<file path="src/rtl/spi_ctrl.sv">
module spi_ctrl #(
  parameter int DW = 8
) (
  input  logic          clk,
  input  logic          rst_n,
  input  logic [1:0]    bus_addr,
  input  logic          bus_wr,
  input  logic          bus_rd,
  input  logic [DW-1:0] bus_wdata,
  output logic [DW-1:0] bus_rdata,
  output logic          sck_out,
  output logic          sck_oe,
  input  logic          sck_in,
  output logic          mosi_out,
  output logic          mosi_oe,
  input  logic          mosi_in,
  output logic          miso_out,
  output logic          miso_oe,
  input  logic          miso_in,
  input  logic          ss_n,
  output logic          irq
);
  localparam int CW = $clog2(DW);

  logic          done, wcol, modf, ovr, master, ien, cpha, cpol;
  logic          armed, unread, busy, lvl, mo;
  logic [CW-1:0] lenm1;
  logic [DW-1:0] div, dcnt, sh, rx, txb;
  logic [CW:0]   ecnt;
  logic [2:0]    ss_q, sck_q;
  logic [1:0]    mosi_q;

  wire wr_ctl = bus_wr && bus_addr == 2'd0;
  wire wr_cfg = bus_wr && bus_addr == 2'd1;
  wire wr_div = bus_wr && bus_addr == 2'd2;
  wire wr_dat = bus_wr && bus_addr == 2'd3;
  wire rd_ctl = bus_rd && bus_addr == 2'd0;
  wire rd_dat = bus_rd && bus_addr == 2'd3;

  wire selected = !master && !ss_q[1];
  wire slv_busy = selected && ecnt != '0;
  wire busy_any = master ? busy : slv_busy;
  wire ss_fall  = ss_q[2] && !ss_q[1];
  wire ss_rise  = !ss_q[2] && ss_q[1];
  wire fault    = master && ss_fall;
  wire tick     = master && busy && dcnt == div;
  wire sck_edge = selected && (sck_q[1] ^ sck_q[2]);
  wire evt      = tick || sck_edge;
  wire smp      = evt && (ecnt[0] == cpha);
  wire drv      = evt && (ecnt[0] != cpha);
  wire fin      = evt && (ecnt == {lenm1, 1'b1});
  wire in_bit   = master ? miso_in : mosi_q[1];
  wire start    = wr_dat && master && !busy;
  wire slv_load = wr_dat && !master && !slv_busy;
  wire collide  = wr_dat && busy_any;

  logic [DW-1:0] fmask, nxt_sh, fin_rx;
  assign fmask  = (DW'(1) << ({1'b0, lenm1} + 1'b1)) - DW'(1);
  assign nxt_sh = {sh[DW-2:0], in_bit};
  assign fin_rx = (smp ? nxt_sh : sh) & fmask;

  always_ff @(posedge clk or negedge rst_n) begin
    if (!rst_n) begin
      {done, wcol, modf, ovr, master, ien, cpha, cpol} <= '0;
      {armed, unread, busy, lvl, mo} <= '0;
      lenm1  <= CW'(DW - 1);
      div    <= '0;
      dcnt   <= '0;
      sh     <= '0;
      rx     <= '0;
      txb    <= '0;
      ecnt   <= '0;
      ss_q   <= '1;
      sck_q  <= '0;
      mosi_q <= '0;
    end else begin
      ss_q   <= {ss_q[1:0], ss_n};
      sck_q  <= {sck_q[1:0], sck_in};
      mosi_q <= {mosi_q[0], mosi_in};

      if (wr_cfg) begin
        cpha  <= bus_wdata[0];
        cpol  <= bus_wdata[1];
        lenm1 <= bus_wdata[2 +: CW];
      end
      if (wr_div) div <= bus_wdata;
      if (wr_ctl) begin
        ien    <= bus_wdata[7];
        master <= bus_wdata[6];
        if (bus_wdata[1]) wcol <= 1'b0;
        if (bus_wdata[2]) modf <= 1'b0;
        if (bus_wdata[3]) ovr  <= 1'b0;
        if (!bus_wdata[6]) begin
          busy <= 1'b0;
          lvl  <= 1'b0;
          ecnt <= '0;
        end
      end

      if (rd_ctl && done) armed <= 1'b1;
      if (rd_dat) begin
        unread <= 1'b0;
        if (armed) begin
          done  <= 1'b0;
          armed <= 1'b0;
        end
      end

      if (master && busy) dcnt <= (dcnt == div) ? '0 : dcnt + 1'b1;

      if (evt) begin
        if (master) lvl <= ~lvl;
        if (smp) sh <= nxt_sh;
        if (drv) mo <= sh[lenm1];
        ecnt <= fin ? '0 : ecnt + 1'b1;
      end

      if (!master && ss_fall) begin
        ecnt <= '0;
        sh   <= txb;
        mo   <= txb[lenm1];
      end
      if (!master && ss_rise) ecnt <= '0;

      if (fin) begin
        busy   <= 1'b0;
        rx     <= fin_rx;
        done   <= 1'b1;
        armed  <= 1'b0;
        unread <= 1'b1;
        if (unread && !rd_dat) ovr <= 1'b1;
        if (!master) begin
          sh <= txb;
          mo <= txb[lenm1];
        end
      end

      if (start) begin
        sh   <= bus_wdata;
        mo   <= bus_wdata[lenm1];
        busy <= 1'b1;
        dcnt <= '0;
        ecnt <= '0;
        lvl  <= 1'b0;
      end

      if (slv_load) begin
        txb <= bus_wdata;
        if (selected) begin
          sh <= bus_wdata;
          mo <= bus_wdata[lenm1];
        end
      end

      if (collide) wcol <= 1'b1;

      if (fault) begin
        modf   <= 1'b1;
        master <= 1'b0;
        busy   <= 1'b0;
        ecnt   <= '0;
        lvl    <= 1'b0;
      end
    end
  end

  assign sck_out  = lvl ^ ~cpol;
  assign sck_oe   = master;
  assign mosi_out = mo;
  assign mosi_oe  = master;
  assign miso_out = mo;
  assign miso_oe  = selected;
  assign irq      = ien && (done || wcol || modf || ovr);

  always_comb begin
    case (bus_addr)
      2'd0:    bus_rdata = {ien, master, selected, busy_any, ovr, modf, wcol, done};
      2'd1:    bus_rdata = {ecnt[CW:1], lenm1, cpol, cpha};
      2'd2:    bus_rdata = div;
      default: bus_rdata = rx;
    endcase
  end


  sck_idle_chk: assert property (@(posedge clk) disable iff (!rst_n)
    (sck_oe && !busy) |-> (sck_out == !cpol));


  wcol_set_chk: assert property (@(posedge clk) disable iff (!rst_n)
    (bus_wr && bus_addr == 2'd3 && busy_any) |=> wcol);


  mode_fault_chk: assert property (@(posedge clk) disable iff (!rst_n)
    fault |=> (modf && !sck_oe && !mosi_oe));


  done_clear_chk: assert property (@(posedge clk) disable iff (!rst_n)
    $fell(done) |-> $past(bus_rd && bus_addr == 2'd3));


  ovr_cause_chk: assert property (@(posedge clk) disable iff (!rst_n)
    $rose(ovr) |-> $past(unread && done));
endmodule

</file>
<file path="config.mk">
export PLATFORM = sky130hd
export DESIGN_NAME = spi_ctrl
export DESIGN_NICKNAME = d
export VERILOG_FILES = /design/src/rtl/spi_ctrl.sv
export SDC_FILE = /design/constraint.sdc
export NUM_CORES = 1
export LEC_CHECK = 0
export BUFFER_PORTS_ARGS = -buffer_cell sky130_fd_sc_hd__buf_2
export CORE_ASPECT_RATIO = 1.75
export CORE_UTILIZATION = 28
export CTS_BUF_LIST = sky130_fd_sc_hd__clkbuf_16
export DETAILED_ROUTE_END_ITERATION = 7
export GPL_TIMING_DRIVEN = 0
export PLACE_DENSITY = 0.53
export SLEW_MARGIN = 20
export SYNTH_ARGS = -nofsm -noshare
export SYNTH_HDL_FRONTEND = slang
export SYNTH_SLANG_ARGS = --single-unit
</file>
<file path="constraint.sdc">
create_clock -name clk -period 2.1 [get_ports clk]
set_input_delay 0.105 -clock clk [delete_from_list [all_inputs] [get_ports clk]]
set_output_delay 0.105 -clock clk [all_outputs]
set_load 0.01 [all_outputs]
</file>
# Word level (Yosys, flattened, before mapping)
# Index checks and enable logic that the tools add are counted.
# classes
reduce_logical	53
muxes	68
magnitude_cmp	1
bitwise	5
addsub	4
n_shift	1
n_eq_ne	9
# op_table
op	count
2-to-1 mux 8 bit	11
2-to-1 mux 1 bit	45
2-to-1 mux 4 bit	8
logical AND 1 bit	27
case mux 8 bit (3 select lines)	1
nonzero test 2 bit	7
AND reduction 2 bit	5
binary-select mux 1 bit (select 3 bit)	3
adder 8 x 1 -> 8 bit, second input constant	1
AND 8 bit	1
== test 8 bit	1
nonzero test 4 bit	2
<< shifter 1 x 4 -> 8 bit, first input constant	1
subtractor 8 x 2 -> 8 bit, second input constant	1
zero test 1 bit	6
!= test 6 x 1 -> 1 bit, second input constant	1
nonzero test 6 bit	1
adder 3 x 1 -> 4 bit, second input constant	1
adder 4 x 1 -> 4 bit, second input constant	1
== test 2 bit, second input constant	2
== test 4 bit	1
logical OR 1 bit	4
less-than comparator 3 x 4 -> 1 bit, second input constant	1
!= test 4 x 1 -> 1 bit, second input constant	1
6 further kinds	8
# totals
regBits	68
input_bits	18
output_inout_bits	15

# Depth between registers and ports, before layout
# depth
ltp_word	13
mapped_depth	8
depth_no_buf	7

# Least setup slack after synthesis
# Ideal clock, no wire load.
# synth_path
path_kind	flip-flop to flip-flop
start	reg lenm1[0]
end	reg rx[6]
synth_period_minus_slack_ns	1.929
setup_slack_ns	0.171
required_ns	2.005
arrival_time_ns	1.833
stages_incl_launch_ff	9
cell_sequence	dfstp_2 -> buf_2 -> clkbuf_1 -> or3_1 -> ha_1 -> nand3b_1 -> a21oi_1 -> a31oi_1 -> o31ai_1
# synth_via
elab_chain_cells	4
# synth_rtl
element	line_no	source
from (decl)	27	logic [CW-1:0] lenm1;
from (signal assigned)	66	lenm1 <= CW'(DW - 1);
from (signal assigned)	84	lenm1 <= bus_wdata[2 +: CW];
adder 3 x 1 -> 4 bit	58	assign fmask = (DW'(1) << ({1'b0, lenm1} + 1'b1)) - DW'(1);
<< shifter 1 x 4 -> 8 bit	58	
subtractor 8 x 2 -> 8 bit	58	
AND 8 bit	60	assign fin_rx = (smp ? nxt_sh : sh) & fmask;
to (signal assigned)	127	rx <= fin_rx;
to (decl)	28	logic [DW-1:0] div, dcnt, sh, rx, txb;
# Parallel ways exist; a longest one is shown, timed or not.
# A chain may end at the register's enable or synchronous reset.

# Worst setup path after layout
# layout_path
start	reg dcnt[1]
end	reg rx[0]
# layout_via
elab_chain_cells	6
# layout_rtl
element	line_no	source
from (decl)	28	
from (signal assigned)	109	if (master && busy) dcnt <= (dcnt == div) ? '0 : dcnt + 1'b1;
== test 8 bit (*)	46	wire tick = master && busy && dcnt == div;
logical AND 1 bit (*)	46	
logical OR 1 bit (*)	48	wire evt = tick || sck_edge;
logical AND 1 bit	49	wire smp = evt && (ecnt[0] == cpha);
2-to-1 mux 8 bit	60	
AND 8 bit	60	
# Mark *: on every way between the ends. The rest lies on a longest branch, timed or not.

==> flow_metrics.env <==
export IMPL_endpoint_kind="flip-flop"
export IMPL_design_die_area_mm2=0.0150
export IMPL_grt_pass1_vias=3733
export IMPL_ioPinCount=33
export IMPL_start_util_pct=29.0
export IMPL_synth_area_mm2=0.00406
export IMPL_tritoncts="done"
export IMPL_vias=3522
export IMPL_viasPerCell=5.64
export IMPL_drt_iter0_drc=177
export IMPL_timing_fmax_ghz=0.485
export IMPL_design_area_mm2=0.00522
export IMPL_synth_edf_count=0
export IMPL_power_leakage_nw=2.11
export IMPL_slew_violations=0
export IMPL_n_antenna_cell=0
export IMPL_start_kind="flip-flop"
export IMPL_wl_per_cell_um=21.1
export IMPL_yosysWarnings=0
export IMPL_fin_crit_ps=2060
export IMPL_gr_usage_met1_pct=19.3
export IMPL_antenna_found_initial=0
export IMPL_critPathKind="reg2reg"
export IMPL_insertion_delay_ps=340
export IMPL_overflow=0
export IMPL_r2r_end="rx[0]"
export IMPL_hp_class="in2reg"
export IMPL_seq_area_frac_synth_pct=42.1
export IMPL_endpoint="rx[0]"
export IMPL_timing_rr_start="dcnt[1]"
export IMPL_power_density_mw_per_mm2=1090
export IMPL_arrival_ps=2280
export IMPL_final_common_cell="dfrtp_1"
export IMPL_r2r_setup_slack_ps=40
export IMPL_async_flop_share_pct=100
export IMPL_synth_area_per_cell_um2=10.5
export IMPL_cts_root_buf="clkbuf_16"
export IMPL_crit_start="dcnt[1]"
export IMPL_ant_nets=0
export IMPL_die_w_um=93.0
export IMPL_use_met3_pct=2.40
export IMPL_clock_path_buffers=2
export IMPL_ys_flop_type="dfrtp_1"
export IMPL_outcome="completed"
export IMPL_post_place_ws_ps=-353
export IMPL_port_buffers=32
export IMPL_crit_path_max_incr_delay_ps=440
export IMPL_core_area_mm2=0.0140
export IMPL_hold_violations=0
export IMPL_crit_required_ps=2320
export IMPL_grt_pass1_wl_mm=20.7
export IMPL_grt_usage_pct=18.4
export IMPL_drv_cap=0
export IMPL_h_tree_depth=3
export IMPL_syn_nets=407
export IMPL_slowest_stage="dfrtp_1"
export IMPL_setup_viol=0
export IMPL_ys_ff_latch=68
export IMPL_fillCellCount=1385
export IMPL_fin_ws_ps=37.7
export IMPL_cp_depth=6
export IMPL_slew_limit_headroom_pct=28.4
export IMPL_syn2layout_area_growth_pct=28.7
export IMPL_clock_skew_ps=9.88
export IMPL_cts_buffers_inserted=9
export IMPL_r2r_cells=6
export IMPL_grt_max_degree=57
export IMPL_cts_sinks=68
export IMPL_drc_errors=0
export IMPL_finalSetupTns_ps=0
export IMPL_crit_fanout=10
export IMPL_gp_congestion=0.840
export IMPL_crit_family="flip-flops"
export IMPL_tightest_slew_ps=1070
export IMPL_final_cell_mix="58 x dfrtp_1, 36 x nand2_1, 35 x buf_2"
export IMPL_clk_pin_slew_ps=60
export IMPL_num_rows=57
export IMPL_crit_chain="xnor2_2, nand4_1, buf_6, o31a_4, nor2_4, mux2_1"
export IMPL_detailed_place_hpwl_mm=9.74
export IMPL_ys_types=63
export IMPL_final_nets=465
export IMPL_die_height_um=161
export IMPL_gr_usage_met2_pct=31.7
export IMPL_place_area_mm2=0.00447
export IMPL_first_pass_iters=5
export IMPL_finalWirelength_mm=13.2
export IMPL_netlist_instances=385
export IMPL_top_usage_layer="met2"
export IMPL_path_buf_inv=1
export IMPL_min_period_over_period_pct=98.2
export IMPL_peakVddDrop_uv=387
export IMPL_drive_gt1_share_pct=37.7
-- routing by layer --
layer  wire, µm  part of all wire (%)
met1       4720                    36
met2       7060                    53
met3        420                   3.2
met4        998                   7.6
met5          0                     0
-- report_power, final --
| part | internal [W] | switching (W) |
|---|---|---|
| sequential | 0.00162 | 0.000394 |
| combinational | 0.000924 | 0.000974 |
| clock | 0.00116 | 0.000596 |
-- what timing repair did --
action | 4_1_cts | 5_1_grt
buffers inserted | 8 | 5
pin swaps | 5 | 7
setup endpoints to repair | 19 | 22
hold buffers | 4 | 0
resized for setup | 35 | 29
endpoints found under the hold margin | 68 | 0
-- sequential cells by signal, indices dropped and copies added, names as in the netlist, 2 cells and up --
register	count
txb	8
mosi_q	2
ecnt	4
div	8
rx	8
sh	8
ss_q	3
dcnt	8
sck_q	3
lenm1	3
-- metrics by stage --
stage / utilization (%) / hold slack (ps) / std cells / power [W]
CTS: 36.3 / 93.8 / 623 / 0.00555
floorplan: - / -191 / 385 / 0.00303
global placement: 31.7 / 214 / 594 / 0.00358
global route: 37.3 / 108 / 625 / 0.00592
finish: 37.3 / 103 / 625 / 0.00567
detailed placement: 32.0 / -29.4 / 595 / 0.00362
-- worst min-delay path by stage --
stage / startpoint / end / slack, ps / depth (start not counted)
CTS: bus_wdata[3] / txb[3] / 90 / 2
global placement: ss_n / ss_q[0] / 210 / 1
global route: bus_wdata[3] / txb[3] / 110 / 2
floorplan: rst_n / armed / -190 / 0
finish: bus_wdata[3] / txb[3] / 100 / 2
detailed placement: rst_n / cpol / -30 / 1
-- cell families after synthesis --
logic type | synth area share [%]
flip-flops | 42.1
AND/OR/NAND/NOR | 14.8
XOR/XNOR | 4.26
multiplexers | 14.7
buffers and inverters | 4.47
AO/OA/AOI/OAI | 18.3
adder cells (fa/ha/maj) | 1.23
other | 0.0925
-- synthesized netlist by cell type, types with 2 or more instances --
cell type  count  area, µm²
buf_4          4       30.0
buf_6          3       33.8
nand3_1       19       95.1
a22o_1         4       35.0
and4_1         2       17.5
o211ai_1      20        150
nand2b_1       3       18.8
buf_2         13       65.1
and2_1         3       18.8
dfrtp_1       62       1550
nor2b_1        6       37.5
o21ai_0       10       50.1
dfstp_2        6        158
nor2_1        13       48.8
mux2i_1        2       20.0
nor2_2         2       12.5
mux2_2        24        270
mux4_2        13        293
nor3_1        15       75.1
a31oi_1        3       18.8
ha_1           4       50.1
nand4_1        3       18.8
and3_1         6       37.5
inv_1          6       22.5
nand2_1       38        143
xnor2_1       14        123
a21oi_1        8       40.0
xnor2_2        2       32.5
nor3b_1        2       15.0
o31ai_1        9       67.6
a311oi_1       9       78.8
xor2_1         2       17.5
a211oi_1      12       90.1
nand3b_1       2       15.0
o21ai_1        8       40.0
clkbuf_1       6       22.5
-- area by class of cell --
class / instances / area [µm²] / share of cell area [%]
buffer: 24 / 188 / 3.60
clock buffer: 9 / 225 / 4.32
multi-input combinational: 283 / 2390 / 45.9
sequential: 68 / 1710 / 32.9
inverter: 7 / 26.3 / 0.504
timing repair buffer: 50 / 334 / 6.40
clock inverter: 7 / 115 / 2.21
tap: 177 / 221 / 4.24
Note: power is estimated with default switching activity, not from simulation.
